### src/rtl/lq_pkg.sv
package lq_pkg;
  // Outcome of the head-of-queue commit decision in one cycle.
  typedef enum logic [1:0] {
    HEAD_HOLD   = 2'd0,
    HEAD_RETIRE = 2'd1,
    HEAD_REPLAY = 2'd2
  } head_act_e;
endpackage

### src/rtl/lq_slot.sv
module lq_slot #(
  parameter int LINE_W = 26
) (
  input  logic              clk,
  input  logic              rst,
  input  logic              alloc_i,
  input  logic              exec_i,
  input  logic [LINE_W-1:0] exec_line_i,
  input  logic              snoop_valid_i,
  input  logic [LINE_W-1:0] snoop_line_i,
  input  logic              clear_i,
  output logic              valid_o,
  output logic              exec_o,
  output logic              mark_o,
  output logic              hit_o
);
  logic              valid_q, exec_q, mark_q;
  logic [LINE_W-1:0] line_q;
  logic              exec_take;
  logic              exec_race;

  // Snoop hit against a line already recorded by an executed load.
  assign hit_o     = snoop_valid_i && valid_q && exec_q && (line_q == snoop_line_i);
  assign exec_take = exec_i && valid_q;
  // Snoop for the line being recorded in this very cycle.
  assign exec_race = exec_take && snoop_valid_i && (snoop_line_i == exec_line_i);

  always_ff @(posedge clk) begin
    if (rst) begin
      valid_q <= 1'b0;
      exec_q  <= 1'b0;
      mark_q  <= 1'b0;
    end else if (clear_i) begin
      valid_q <= 1'b0;
      exec_q  <= 1'b0;
      mark_q  <= 1'b0;
    end else if (alloc_i) begin
      valid_q <= 1'b1;
      exec_q  <= 1'b0;
      mark_q  <= 1'b0;
    end else begin
      if (exec_take) exec_q <= 1'b1;
      mark_q <= mark_q | hit_o | exec_race;
    end
  end

  // Address storage has no reset; it is qualified by exec_q.
  always_ff @(posedge clk) begin
    if (exec_take) line_q <= exec_line_i;
  end

  assign valid_o = valid_q;
  assign exec_o  = exec_q;
  assign mark_o  = mark_q;
endmodule

### src/rtl/lq_ptrs.sv
module lq_ptrs #(
  parameter int DEPTH = 8,
  localparam int IDX_W = $clog2(DEPTH),
  localparam int CNT_W = $clog2(DEPTH + 1)
) (
  input  logic             clk,
  input  logic             rst,
  input  logic             push_i,
  input  logic             pop_i,
  input  logic             cut_i,
  input  logic [IDX_W-1:0] cut_idx_i,
  output logic [IDX_W-1:0] head_o,
  output logic [IDX_W-1:0] tail_o,
  output logic             full_o
);
  logic [IDX_W-1:0] head_q, tail_q;
  logic [CNT_W-1:0] count_q;
  logic [IDX_W-1:0] keep;

  assign keep = cut_idx_i - head_q;

  always_ff @(posedge clk) begin
    if (rst) begin
      head_q  <= '0;
      tail_q  <= '0;
      count_q <= '0;
    end else if (cut_i) begin
      tail_q  <= cut_idx_i;
      count_q <= CNT_W'(keep);
    end else begin
      if (push_i) tail_q <= tail_q + 1'b1;
      if (pop_i)  head_q <= head_q + 1'b1;
      count_q <= count_q + CNT_W'(push_i) - CNT_W'(pop_i);
    end
  end

  assign head_o = head_q;
  assign tail_o = tail_q;
  assign full_o = (count_q == CNT_W'(DEPTH));
endmodule

### src/rtl/lq_commit_ctrl.sv
module lq_commit_ctrl #(
  parameter int DEPTH = 8,
  localparam int IDX_W = $clog2(DEPTH)
) (
  input  logic             clk,
  input  logic             rst,
  input  logic             commit_req_i,
  input  logic             block_i,
  input  logic             head_valid_i,
  input  logic             head_exec_i,
  input  logic             head_mark_i,
  input  logic             head_hit_i,
  input  logic [IDX_W-1:0] head_idx_i,
  output lq_pkg::head_act_e act_o,
  output logic             commit_done_o,
  output logic             replay_o,
  output logic [IDX_W-1:0] replay_idx_o
);
  import lq_pkg::*;
  logic ready_head;

  assign ready_head = commit_req_i && !block_i && head_valid_i && head_exec_i;

  always_comb begin
    act_o = HEAD_HOLD;
    if (ready_head) act_o = (head_mark_i || head_hit_i) ? HEAD_REPLAY : HEAD_RETIRE;
  end

  always_ff @(posedge clk) begin
    if (rst) begin
      commit_done_o <= 1'b0;
      replay_o      <= 1'b0;
      replay_idx_o  <= '0;
    end else begin
      commit_done_o <= (act_o == HEAD_RETIRE);
      replay_o      <= (act_o == HEAD_REPLAY);
      if (act_o == HEAD_REPLAY) replay_idx_o <= head_idx_i;
    end
  end
endmodule

### src/rtl/spec_load_queue.sv
module spec_load_queue #(
  parameter int DEPTH    = 8,
  parameter int ADDR_W   = 32,
  parameter int LINE_OFF = 6,
  localparam int IDX_W   = $clog2(DEPTH),
  localparam int LINE_W  = ADDR_W - LINE_OFF
) (
  input  logic              clk,
  input  logic              rst,
  input  logic              alloc_valid_i,
  output logic              alloc_ready_o,
  output logic [IDX_W-1:0]  alloc_idx_o,
  input  logic              exec_valid_i,
  input  logic [IDX_W-1:0]  exec_idx_i,
  input  logic [ADDR_W-1:0] exec_addr_i,
  input  logic              snoop_valid_i,
  input  logic [ADDR_W-1:0] snoop_addr_i,
  input  logic              commit_req_i,
  output logic              commit_done_o,
  output logic              replay_o,
  output logic [IDX_W-1:0]  replay_idx_o,
  input  logic              flush_i,
  input  logic [IDX_W-1:0]  flush_idx_i
);
  import lq_pkg::*;

  logic [DEPTH-1:0] slot_valid, slot_exec, slot_mark, slot_hit, slot_clear;
  logic [IDX_W-1:0] head, tail;
  logic             full;
  logic             push, ext_cut, cut;
  logic [IDX_W-1:0] cut_idx, flush_dist;
  logic [LINE_W-1:0] exec_line, snoop_line;
  head_act_e        act;
  logic             replay_now, retire_now;

  assign exec_line  = exec_addr_i[ADDR_W-1:LINE_OFF];
  assign snoop_line = snoop_addr_i[ADDR_W-1:LINE_OFF];

  lq_commit_ctrl #(.DEPTH(DEPTH)) u_commit (
    .clk          (clk),
    .rst          (rst),
    .commit_req_i (commit_req_i),
    .block_i      (flush_i),
    .head_valid_i (slot_valid[head]),
    .head_exec_i  (slot_exec[head]),
    .head_mark_i  (slot_mark[head]),
    .head_hit_i   (slot_hit[head]),
    .head_idx_i   (head),
    .act_o        (act),
    .commit_done_o(commit_done_o),
    .replay_o     (replay_o),
    .replay_idx_o (replay_idx_o)
  );

  assign replay_now = (act == HEAD_REPLAY);
  assign retire_now = (act == HEAD_RETIRE);

  assign alloc_ready_o = !full && !flush_i && !replay_now;
  assign push          = alloc_valid_i && alloc_ready_o;
  assign ext_cut       = flush_i && slot_valid[flush_idx_i];
  assign cut           = replay_now || ext_cut;
  assign cut_idx       = replay_now ? head : flush_idx_i;
  assign flush_dist    = flush_idx_i - head;
  assign alloc_idx_o   = tail;

  lq_ptrs #(.DEPTH(DEPTH)) u_ptrs (
    .clk      (clk),
    .rst      (rst),
    .push_i   (push),
    .pop_i    (retire_now),
    .cut_i    (cut),
    .cut_idx_i(cut_idx),
    .head_o   (head),
    .tail_o   (tail),
    .full_o   (full)
  );

  for (genvar g = 0; g < DEPTH; g++) begin : g_slot
    logic [IDX_W-1:0] age;
    assign age = IDX_W'(g) - head;
    assign slot_clear[g] = replay_now
                         || (ext_cut && slot_valid[g] && (age >= flush_dist))
                         || (retire_now && (head == IDX_W'(g)));

    lq_slot #(.LINE_W(LINE_W)) u_slot (
      .clk          (clk),
      .rst          (rst),
      .alloc_i      (push && (tail == IDX_W'(g))),
      .exec_i       (exec_valid_i && (exec_idx_i == IDX_W'(g))),
      .exec_line_i  (exec_line),
      .snoop_valid_i(snoop_valid_i),
      .snoop_line_i (snoop_line),
      .clear_i      (slot_clear[g]),
      .valid_o      (slot_valid[g]),
      .exec_o       (slot_exec[g]),
      .mark_o       (slot_mark[g]),
      .hit_o        (slot_hit[g])
    );
  end
endmodule

### config.mk
export PLATFORM = sky130hd
export DESIGN_NAME = spec_load_queue
export DESIGN_NICKNAME = d
export VERILOG_FILES = /design/src/rtl/lq_pkg.sv /design/src/rtl/lq_slot.sv /design/src/rtl/lq_ptrs.sv /design/src/rtl/lq_commit_ctrl.sv /design/src/rtl/spec_load_queue.sv
export SDC_FILE = /design/constraint.sdc
export NUM_CORES = 1
export LEC_CHECK = 0
export BUFFER_PORTS_ARGS = -buffer_cell sky130_fd_sc_hd__clkbuf_2
export CORE_MARGIN = 2
export CORE_UTILIZATION = 50
export DETAILED_ROUTE_END_ITERATION = 8
export MAX_ROUTING_LAYER = met4
export PLACE_DENSITY_LB_ADDON = 0.12
export SLEW_MARGIN = 40
export SYNTH_ARGS = -nofsm -noshare
export SYNTH_HDL_FRONTEND = slang
export SYNTH_SLANG_ARGS = --single-unit
export TNS_END_PERCENT = 1
### constraint.sdc
create_clock -name clk -period 5.9 [get_ports clk]
set_clock_uncertainty 0.2 [all_clocks]
set_input_delay 0.295 -clock clk [delete_from_list [all_inputs] [get_ports clk]]
set_output_delay 0.295 -clock clk [all_outputs]
set_load 0.02 [all_outputs]
# --- Word level (Yosys, flattened, before mapping) ---
# Index checks and enable logic that the tools add are counted.
totals:
  regBits: 247
  in_bits: 77
  output_inout_bits: 9
  elab_cells: 267
classes:
  n_addsub: 14
  order_cmp: 10
  eq_ne: 33
  n_mux: 16
  bitwise_logic: 17
  reduce_logical: 138
op_table:
  columns: ["cell", "count"]
  rows:
  - ["26-bit == test", 9]
  - ["1-bit logical AND", 95]
  - ["3-bit == test (second input constant)", 12]
  - ["3-bit greater-or-equal comparator", 8]
  - ["3-bit OR reduction", 8]
  - ["3-bit by 2-bit == test with 1-bit output (second input constant)", 6]
  - ["1-bit logical OR", 18]
  - ["2-bit OR reduction", 9]
  - ["1-bit bitwise OR", 16]
  - ["1-bit binary-select mux with 3-bit select", 5]
  - ["3-bit two-way mux", 4]
  - ["3-bit subtractor (first input constant)", 4]
  - ["3-bit by 1-bit == test with 1-bit output (second input constant)", 3]
  - ["3-bit zero test", 3]
  - ["3-bit by 4-bit less-than comparator with 1-bit output (second input constant)", 2]
  - ["3-bit by 1-bit adder with 3-bit output (second input constant)", 2]
  - ["1-bit by 3-bit subtractor with 3-bit output (first input constant)", 2]
  - ["2-bit by 3-bit subtractor with 3-bit output (first input constant)", 2]
  - ["3-bit subtractor", 2]
  - ["1-bit two-way mux", 5]
  - ["4-bit by 1-bit adder with 4-bit output", 1]
  - ["4-bit == test (second input constant)", 1]
  - ["2-bit two-way mux", 2]
  - ["4-bit by 1-bit subtractor with 4-bit output", 1]
  - ["6 further kinds", 8]

# --- Longest topological paths before layout ---
# Gate-level depths: netlist of the first run.
depth:
  ltp_word: 15
  depth_mapped: 16
  mapped_depth_nobuf: 15

# --- Modules after synthesis ---
# Synthesis of the first run repeated with hierarchy kept, for this count alone.
unflattened:
  cells_unflattened: 1116
  hier_area_um2: 13883.3
by_module_without_submodules:
  columns: ["module", "n_inst", "cells_per_inst", "area_per_inst_um2"]
  rows:
  - ["lq_slot", 8, 110, 1487.7]
  - ["spec_load_queue", 1, 151, 1142.3]
  - ["lq_ptrs", 1, 65, 614.3]
  - ["lq_commit_ctrl", 1, 20, 225.2]

# --- Worst setup path after synthesis of the first run ---
# Ideal clock, no wire load.
synth_timing:
  path_kind: "input to register"
  start: "input port snoop_addr_i[12]"
  end: "register u_ptrs.count_q[2]"
  setup_time_ns: 0.139
  arrival_ns: 3.229
  t_required_ns: 5.561
  path_slack_ns: 2.332
  path_stages: 15
  path_buffers: 2
  cell_sequence: "buf_2 xnor2_1 nand4_1 nor4_1 a41oi_2 a221oi_2 o211ai_1 clkbuf_1 a21boi_0 ha_1 inv_1 fa_1 or3_1 o21ai_0 a221oi_1"
synth_between:
  elab_chain_cells: 14
synth_rtl:
  columns: ["element", "line", "source"]
  rows:
  - ["start: declaration", "spec_load_queue.sv:17", "input logic [ADDR_W-1:0] snoop_addr_i,"]
  - ["26-bit == test", "lq_slot.sv:23", "assign hit_o = snoop_valid_i && valid_q && exec_q && (line_q == snoop_line_i);"]
  - ["1-bit logical AND", "lq_slot.sv:23", null]
  - ["1-bit binary-select mux with 3-bit select *", "spec_load_queue.sv:47", ".head_hit_i (slot_hit[head]),"]
  - ["1-bit two-way mux (not written as such) *", "spec_load_queue.sv:47", null]
  - ["1-bit logical OR *", "lq_commit_ctrl.sv:26", "if (ready_head) act_o = (head_mark_i || head_hit_i) ? HEAD_REPLAY : HEAD_RETIRE;"]
  - ["2-bit two-way mux * (2 in series)", "lq_commit_ctrl.sv:26", null]
  - ["2-bit == test", "spec_load_queue.sv:55", "assign replay_now = (act == HEAD_REPLAY);"]
  - ["1-bit zero test", "spec_load_queue.sv:58", "assign alloc_ready_o = !full && !flush_i && !replay_now;"]
  - ["1-bit logical AND", "spec_load_queue.sv:58", null]
  - ["1-bit logical AND", "spec_load_queue.sv:59", "assign push = alloc_valid_i && alloc_ready_o;"]
  - ["4-bit by 1-bit adder with 4-bit output", "lq_ptrs.sv:33", "count_q <= count_q + CNT_W'(push_i) - CNT_W'(pop_i);"]
  - ["4-bit by 1-bit subtractor with 4-bit output", "lq_ptrs.sv:33", null]
  - ["3-bit two-way mux *", "lq_ptrs.sv:27", "end else if (cut_i) begin"]
  - ["end signal: assignment", "lq_ptrs.sv:29", "count_q <= CNT_W'(keep);"]
  - ["end signal: assignment", "lq_ptrs.sv:33", null]
  - ["end: declaration", "lq_ptrs.sv:17", "logic [CNT_W-1:0] count_q;"]
# Mark *: on every way between the ends. The rest lies on a longest branch, timed or not. The select of a mux whose other input is x is not followed.
# A chain may end at the register's enable or synchronous reset.

# --- Worst setup path in the final report of the first run ---
layout_timing:
  start: "register g_slot[1].u_slot.line_q[0]"
  end: "register u_ptrs.count_q[1]"
layout_rtl:
  columns: ["element", "line", "source"]
  rows:
  - ["start: declaration", "lq_slot.sv:18", "logic [LINE_W-1:0] line_q;"]
  - ["start signal: assignment", "lq_slot.sv:49", "if (exec_take) line_q <= exec_line_i;"]
  - ["26-bit == test", "lq_slot.sv:23", null]
  - ["1-bit logical AND", "lq_slot.sv:23", null]
  - ["1-bit binary-select mux with 3-bit select", "spec_load_queue.sv:47", null]
  - ["1-bit two-way mux (not written as such)", "spec_load_queue.sv:47", null]
  - ["1-bit logical OR", "lq_commit_ctrl.sv:26", null]
  - ["2-bit two-way mux (2 in series)", "lq_commit_ctrl.sv:26", null]
  - ["2-bit by 1-bit == test with 1-bit output", "spec_load_queue.sv:56", "assign retire_now = (act == HEAD_RETIRE);"]
  - ["named net retire_now", "spec_load_queue.sv:34", "logic replay_now, retire_now;"]
  - ["4-bit by 1-bit subtractor with 4-bit output", "lq_ptrs.sv:33", null]
  - ["3-bit two-way mux", "lq_ptrs.sv:27", null]
# The timed path passes the listed nets, and every way through them passes these cells. The select of a mux whose other input is x is not followed.

==> impl_metrics.ini, run 1 <==
[clock_tree]
cts_buffers = 27
cts_root_buffer = clkbuf_16
cts_setup_buffers = 0
htree_levels = 1
clk_pin_slew_ns = 0.06
cts_tree = done
post_cts_resized = 0
worstSkewPairLatency_ns = 0.55
cts_num_sinks = 247
clockBufferDepth = 3

[yosys]
async_flop_share_pct = 0
netlist_area_sq_um = 11900
synth_top_family_by_area = XOR/XNOR gates
ys_warn_count = 0
synth_top_cell_by_area = edfxtp_1
ys.flop_type = edfxtp_1
synthSimpleGateAreaFrac_pct = 9.267
synth.distinct_cells = 67
synth_mux_area_share_pct = 0.8625
synth.avg_cell_area_sq_um = 13.37
synth_xor_area_share_pct = 17.89
ys_ff_latch = 247
synthesis.nets = 1004
synth_compound_area_share_pct = 5.996
synth_top_area_share_pct = 52.51
syn_inst = 890
synth_edf_count = 208
synth_fa_ha_area_share_pct = 4.081
synth_common_cells = edfxtp_1, xor2_1, xnor2_1
synth-seq-area-share_pct = 59.07
yosysMostFrequentCell = edfxtp_1
synth.area.top_cells = edfxtp_1, xor2_1, dfxtp_1

[outcome]
status = complete, no violations

[pwr]
combPwrFrac_pct = 7.9
power_density_nw_per_um2 = 284.4
clockPowerShare_pct = 42.8
power.internal_mw = 2.990
switchingPower_uw = 890.9
sw_frac_of_total_pct = 22.95
power.total_mw = 3.881
power_frac_seq_pct = 49.3
peakVddDrop_mv = 0.2529
p_leak_nw = 4.876

[floorplanning]
core_region_area_sq_um = 23400
num_rows = 56
pin_count = 86
die_width_microns = 158.2
die_y_microns = 158.2
die_area_sq_um = 25040
initial_core_util_pct = 50.83

[sta]
hold_slack_ns = 0.01442
slew_headroom_pct = 46.74
rsz0062_at_grt = false
maxSlewViolCount = 0
worst_slew_pin_slew_ns = 0.7989
fin_crit_ns = 4.352
fin_setup_tns_ns = 0
setup_violations = 0
fmax_mhz = 229.8
hold_violations = 0
fin_crit_sh_pct = 73.77

[placement]
place_congestion = 0.8732
dpl.hpwl_microns = 21780
portBuffers = 73

[global_route]
grt_pass1_wl_microns = 46420
grt_antenna_before_repair = 0
grt_usage_pct = 26.93
grt_overflow = 0
grt_pass1_vias = 7138
grt_start_max_net_pins = 29

[routing]
antenna_left = 0
wire_per_inst_microns = 24.14
via_per_inst = 5.620
vias = 7458
finalWirelength_microns = 32040
drt_pass1_iterations = 5
drc = 0
drt_iter0_markers = 630

[min_path]
hold_class = primary input to register
hold_path.startpoint = exec_addr_i[7]

[critical_path]
crit_type = register to register
cp-start-kind = register
crit_required_ns = 6.17
cp_cell_sequence = xor2_1 > nor4_1 > nand4_1 > nor3_2 > o22a_4 > o211a_1 > nor2_1 > ha_1 > inv_1 > ha_1 > inv_1 > fa_1 > or3_1 > a21oi_1
reg2reg_slack_ns = 1.55
cp_slowest_stage_delay_ns = 0.61
worstPathArrival_ns = 4.62
r2r-start = g_slot[1].u_slot.line_q[0]
path_max_fanout = 7
crit_slowest_cell = nor4_1
cp-startpoint = g_slot[1].u_slot.line_q[0]
cp-end-kind = register

[finish]
regArea_sq_um = 7028
syn_to_final_growth_pct = 14.74
multi_input_area_sq_um = 4541
antennaDiodeCount = 0
drive_gt1_share_pct = 14.29
finalNetCount = 1103
fillCellCount = 1960

[flow_run]
cap_violations = 0
-- cell type report --
class,count,share of cell area [%]
Clock buffer,34,5.143
Tap cell,319,2.924
Inverter,28,0.7701
Clock inverter,14,1.192
Multi-Input combinational cell,577,33.27
Sequential cell,247,51.49
Timing Repair Buffer,108,5.207
-- power by group through the flow --
stage | combinational [mW] | sequential [mW] | clock [mW]
3_3_place_gp | 0.290 | 1.95 | 0
2_1_floorplan | 0.179 | 1.95 | 0
6_report | 0.306 | 1.91 | 1.66
5_1_grt | 0.332 | 1.91 | 1.75
4_1_cts | 0.308 | 1.91 | 1.69
3_5_place_dp | 0.293 | 1.95 | 0
-- cells in the final DEF, fill, tap and decap left out, types with 4 or more instances in the layout --
cell type / synthesis / layout
dlygate4sd3_1: 0 / 25
clkbuf_2: 0 / 73
edfxtp_1: 208 / 208
o21ai_0: 20 / 20
clkbuf_1: 7 / 7
a21oi_1: 25 / 25
a21o_1: 5 / 5
clkinv_1: 1 / 5
clkinv_2: 0 / 4
xnor2_1: 59 / 59
o21a_1: 5 / 5
nor2b_1: 5 / 5
nand2_1: 33 / 33
buf_4: 0 / 9
nand3_1: 20 / 20
inv_1: 27 / 27
nor2_1: 29 / 28
ha_1: 34 / 34
dfxtp_1: 39 / 38
xor2_1: 179 / 179
nor4_1: 47 / 47
and3_1: 6 / 5
nand4_1: 22 / 22
a211oi_1: 7 / 7
nor3_1: 18 / 18
clkbuf_16: 0 / 27
-- critical path, delay by kind of cell (launching register included) --
| kind | cells | cell delay (ns) |
|---|---|---|
| compound gates | 3 | 0.63 |
| xor+xnor | 1 | 0.17 |
| fa+ha+maj | 3 | 0.88 |
| buf+inv | 2 | 0.11 |
| flops | 1 | 0.39 |
| simple gates | 5 | 1.89 |
-- through the flow --
stage	cells	util, %	area, sq um	setup slack (ns)
after floorplan	890	-	11900	2.332
after global placement	1253	53.43	12500	1.420
after detailed placement	1254	53.55	12530	1.415
after CTS	1326	58.27	13640	1.613
after global routing	1327	58.32	13650	1.371
final	1327	58.32	13650	1.548
-- sequential cells by signal (all words and copies together) (netlist names) --
| register | cells |
|---|---|
| u_ptrs.tail_o | 3 |
| g_slot.u_slot.mark_o | 8 |
| u_ptrs.head_o | 3 |
| g_slot.u_slot.valid_o | 8 |
| g_slot.u_slot.line_q | 208 |
| u_commit.replay_o | 1 |
| g_slot.u_slot.exec_o | 8 |
| u_commit.replay_idx_o | 3 |
| u_ptrs.count_q | 4 |
| u_commit.commit_done_o | 1 |
-- final timing paths --
path | end | cells past startpoint
worst max-delay path | u_ptrs.count_q[1] | 14
worst min-delay path | g_slot[2].u_slot.line_q[1] | 1
worst max register to register | u_ptrs.count_q[1] | 14
worst min register to register | u_commit.replay_idx_o[2] | 2
-- layer usage --
metal	part of all wire, %	global-route usage, %	routed length, microns
met5	0	-	0
met4	5.1	11.45	1619
met3	6.6	3.723	2127
met2	48	42.65	15330
met1	40	35.07	12970
-- cell families (layout without fill, tap and decap cells) --
kind of cell,Yosys count,after routing
compound gates,95,95
xor+xnor,240,240
simple gates,199,199
buf+inv,66,184
fa+ha+maj,37,37
flops,247,247
mux,6,6
-- repair_timing --
| item | 4_1_cts | 5_1_grt |
|---|---|---|
| endpoints found under the setup margin | 0 | 0 |
| endpoints found under the hold margin | 158 | 3 |
| hold buffers | 24 | 1 |
(Power assumes the default switching activity.)
==> inputs of run 2 (changes only) <==
Clock period 5.9 ns to 4.6 ns, I/O delays scaled along.
==> run 2 against run 1 <==
Compared with the run above:
- design area increased by 2.5%
- global-route usage increased by 0.32 points
- wire length increased by 1.1%
- first-iteration DRC count decreased by 13%
- flip-flop and latch count unchanged
- sequential share of layout area decreased by 1.3 points
- via count increased by 1.1%
- worst setup slack got worse by 1.1 ns
- clock power increased by 39%
- combinational power increased by 33%
- sequential power increased by 28%
- critical path type unchanged
- largest power group unchanged
- highest routed layer unchanged
==> impl_metrics.ini, run 2 (synthesis results as in run 1) <==
[outcome]
status = complete, no violations

[critical_path]
path_max_fanout = 3
reg2reg_slack_ns = 0.50
worstPathArrival_ns = 4.30
crit_slowest_cell = nor4_1
cp-end-kind = register
crit_family = compound AO/OA/AOI/OAI gates
crit_required_ns = 4.79
crit_type = register to register
r2r-start = g_slot[4].u_slot.line_q[8]
r2r_end = u_ptrs.count_q[2]
cp-start-kind = register
cp_slowest_stage_delay_ns = 0.42
cp_cell_sequence = xnor2_1 > nand4_1 > nor4_1 > buf_4 > a41oi_1 > a221oi_2 > o211ai_1 > a21boi_0 > ha_1 > inv_1 > fa_1 > or3_1 > o21ai_0 > a221oi_1
path_depth = 14
critPathBufInv = 2
rr_worst_depth = 14

[placement]
dpl.hpwl_microns = 22330
place_congestion = 0.8825
placed_cell_area_sq_um = 12730
portBuffers = 73
dp.cells = 1281

[clock_tree]
cts_root_buffer = clkbuf_16
clockBufferDepth = 3
cts_buffers = 27
htree_levels = 1
cts_num_sinks = 247
cts_setup_buffers = 0
clk_pin_slew_ns = 0.06
cts_tree = done
worstSkewPairLatency_ns = 0.54

[sta]
fin_crit_ns = 4.103
hold_violations = 0
fin_setup_tns_ns = 0
rsz0062_at_grt = false
worst_slew_pin_slew_ns = 0.8214
slew_headroom_pct = 45.24
fmax_mhz = 243.7
fin_crit_sh_pct = 89.19
maxSlewViolCount = 0
setup_violations = 0

[floorplanning]
die_y_microns = 158.2
die_area_sq_um = 25040
core_region_area_sq_um = 23400
initial_core_util_pct = 50.83
die_width_microns = 158.2
num_rows = 56
pin_count = 86

[global_route]
grt_pass1_vias = 7341
grt_usage_pct = 27.25
grt_pass1_wl_microns = 47060
grt_start_max_net_pins = 29
grt_overflow = 0
grt_antenna_before_repair = 0

[finish]
fin_cells = 1362
syn_to_final_growth_pct = 17.66
regMostFlops = g_slot.u_slot.line_q
regArea_sq_um = 7027
layout_commonest_cell = edfxtp_1
multi_input_area_sq_um = 4541
finalNetCount = 1136
fillCellCount = 1925
largest_reg_flops = 208
drive_gt1_share_pct = 17.26
antennaDiodeCount = 0
final_cell_mix = edfxtp_1, xor2_1, clkbuf_2, xnor2_1, nor4_1
stdcell_area_sq_um = 14000

[routing]
vias = 7538
wire_per_inst_microns = 23.79
drc = 0
antenna_left = 0
via_per_inst = 5.535
drt_pass1_iterations = 5
finalWirelength_microns = 32400
drt_iter0_markers = 546

[min_path]
hold_path.startpoint = rst
hold_class = primary input to register
whs_path_depth = 2
hold_path_end = u_commit.replay_o

[pwr]
p_leak_nw = 5.083
peakVddDrop_mv = 0.2751
power.total_mw = 5.175
power_density_nw_per_um2 = 369.8

[flow_run]
cap_violations = 0
==> run 2: changes by cell type in the layout (fill, tap and decap cells not counted), moves of 2 or more <==
cell / before / now
dlygate4sd3_1: 25 / 31
clkinv_2: 4 / 9
buf_4: 9 / 36
clkbuf_1: 7 / 0
inv_6: 0 / 2
bufinv_16: 3 / 6
==> run 2: power breakdown <==
part	switching (mW)	internal, mW
Sequential	0.0145	2.44
Combinational	0.252	0.156
Clock	0.904	1.41
Total	1.17	4.01
==> run 2: worst max path at each step <==
| stage | start | end | slack [ns] |
|---|---|---|---|
| after floorplan | snoop_addr_i[12] | u_ptrs.count_q[2] | 1.10 |
| after global placement | snoop_addr_i[12] | u_ptrs.count_q[2] | 0.38 |
| after detailed placement | snoop_addr_i[24] | u_ptrs.count_q[2] | 0.37 |
| after CTS | g_slot[4].u_slot.line_q[8] | u_ptrs.count_q[2] | 0.45 |
| after global routing | g_slot[4].u_slot.line_q[8] | u_ptrs.count_q[2] | 0.22 |
| final | g_slot[4].u_slot.line_q[8] | u_ptrs.count_q[2] | 0.50 |
==> run 2: layout make-up <==
type                       count  share of cell area (%)
inverter                      28                  0.7509
timing repair buffer         141                   6.955
clock buffer                  27                   4.827
clock inverter                23                   1.967
tap                          319                   2.852
sequential                   247                   50.21
multi-input combinational    577                   32.44
==> run 2: repair_timing <==
item	4_1_cts	5_1_grt
resized for setup	0	0
hold buffers	31	0
hold endpoints to repair	215	0
==> run 2: stage by stage <==
step | utilization, % | hold WS, ns | setup slack, ns
finish | 59.81 | 0.05555 | 0.4974
global placement | 54.30 | 0.2438 | 0.3773
CTS | 59.81 | 0.04525 | 0.4454
floorplan | - | 0.1289 | 1.097
global route | 59.81 | 0.07754 | 0.2226
detailed placement | 54.42 | 0.2472 | 0.3703
==> run 2: metal layers <==
metal	global-route usage, %	part of all wire (%)
met5	-	0
met1	35.40	42
met2	43.85	48
met3	3.039	5.4
met4	11.50	4.5
==> inputs of run 3 (changes only) <==
Settings changed: BUFFER_PORTS_ARGS -buffer_cell sky130_fd_sc_hd__clkbuf_2 to -buffer_cell sky130_fd_sc_hd__buf_2.
==> run 3 against run 2 <==
Compared with the run above:
- design area down 1.0%
- fmax up 1.3%
- clock power is 10% lower
- highest routed layer unchanged
- critical path depth unchanged
- largest power group unchanged
- final cell count down 0.51%
- register-to-register slack better by 0.05 ns
==> impl_metrics.ini, run 3 (synthesis results as in run 1) <==
[outcome]
status = complete, no violations

[clock_tree]
post_cts_resized = 0
clk_pin_slew_ns = 0.06
cts_num_sinks = 247
clockBufferDepth = 3
cts_buffers = 27
cts_tree = done
cts_root_buffer = clkbuf_16
cts_setup_buffers = 0
cts_hold_buf = 31
worstSkewPairLatency_ns = 0.55
htree_levels = 1

[critical_path]
path_depth = 14
critPathBufInv = 2
cp-start-kind = register
cp_slowest_stage_delay_ns = 0.44
cp-end-kind = register
cp_cell_sequence = xnor2_1 > nand4_1 > nor4_1 > buf_4 > a41oi_1 > a221oi_2 > o211ai_1 > a21boi_0 > ha_1 > inv_1 > fa_1 > or3_1 > o21ai_0 > a221oi_1
rr_worst_depth = 14
crit_slowest_cell = nor4_1
crit_family = compound AO/OA/AOI/OAI gates
crit_required_ns = 4.80
path_max_fanout = 3
crit_type = register to register
worstPathArrival_ns = 4.25

[routing]
via_per_inst = 5.494
drt_pass1_iterations = 5
finalWirelength_microns = 32040
antenna_left = 0
drt_iter0_markers = 614
wire_per_inst_microns = 23.65
drc = 0
vias = 7445

[global_route]
grt_start_max_net_pins = 29
grt_usage_pct = 26.80
grt_pass1_vias = 7204
grt_antenna_before_repair = 0
grt_overflow = 0
grt_pass1_wl_microns = 46240

[finish]
final_cell_mix = edfxtp_1, xor2_1, buf_2, xnor2_1, nor4_1
largest_reg_flops = 208
drive_gt1_share_pct = 15.94
regMostFlops = g_slot.u_slot.line_q
finalNetCount = 1131
syn_to_final_growth_pct = 16.48
layout_commonest_cell = edfxtp_1
stdcell_area_sq_um = 13860

[sta]
maxSlewViolCount = 0
hold_slack_ns = 0.01416
slew_headroom_pct = 55.14
worst_slew_pin_slew_ns = 0.6678
fin_crit_sh_pct = 88.07
setup_violations = 0
rsz0062_at_grt = false
fin_setup_tns_ns = 0
fin_crit_ns = 4.051
fmax_mhz = 246.8
hold_violations = 0

[floorplanning]
initial_core_util_pct = 50.83
die_area_sq_um = 25040
pin_count = 86
die_y_microns = 158.2
die_width_microns = 158.2
core_region_area_sq_um = 23400
num_rows = 56

[min_path]
hold_class = primary input to register
whs_path_depth = 5

[flow_run]
cap_violations = 0

[placement]
place_congestion = 0.8555
dpl.hpwl_microns = 22210
placed_cell_area_sq_um = 12700
portBuffers = 73

[pwr]
peakVddDrop_mv = 0.3211
p_leak_nw = 4.994
power_density_nw_per_um2 = 355.5
power.total_mw = 4.925
## run 3: changes by cell type in the layout (fill, tap and decap cells not counted), sizes merged
cell / previous run / this run
clkinv: 14 / 8
bufinv: 6 / 1
buf: 37 / 105
diode: 0 / 1
clkbuf: 100 / 37
clkinvlp: 2 / 0
## run 3: routing by layer
| metal | vias up | wire, microns | global-route usage [%] |
|---|---|---|---|
| met3 | 69 | 1411 | 3.121 |
| met1 | 3676 | 13870 | 34.40 |
| met5 | - | 0 | - |
| li1 | 3492 | - | - |
| met4 | 0 | 1348 | 10.17 |
| met2 | 208 | 15410 | 44.06 |
## run 3: path summary, 6_finish.rpt
check / slack (ns) / to / start
max: 0.55 / u_ptrs.count_q[2] / g_slot[4].u_slot.line_q[8]
min: 0.01 / u_ptrs.tail_o[0] / flush_idx_i[0]
max reg2reg: 0.55 / u_ptrs.count_q[2] / g_slot[4].u_slot.line_q[8]
min reg2reg: 0.25 / u_commit.replay_idx_o[1] / u_commit.replay_idx_o[1]
## run 3: tightest hold or removal path: cells and delay by family
family,cells,cell delay (ns)
buffers and inverters,2,0.27
and+or+nand+nor,1,0.07
AOI/OAI and AO/OA,2,0.14
## run 3: power breakdown
group | total (mW) | internal [mW] | leakage (nW) | switching, mW
Sequential | 2.45 | 2.44 | 2.18 | 0.0145
Clock | 2.07 | 1.20 | 0.415 | 0.870
Combinational | 0.403 | 0.155 | 2.39 | 0.247
Total | 4.93 | 3.79 | 4.99 | 1.13
## run 3: metrics by stage
stage	setup slack, ns	util [%]	std cells
after floorplan	1.097	-	890
after global placement	0.4127	54.14	1275
after detailed placement	0.3795	54.26	1276
after CTS	0.5055	59.18	1354
after global routing	0.3050	59.20	1354
final	0.5488	59.21	1355
## run 3: layout make-up
class                      count  area (sq um)
fill                        1977          9547
tap                          319         399.1
sequential                   247          7027
inverter                      28         105.1
antenna                        1         2.502
timing repair buffer         136         935.9
multi-input combinational    577          4544
clock inverter                10         88.84
clock buffer                  37         753.2
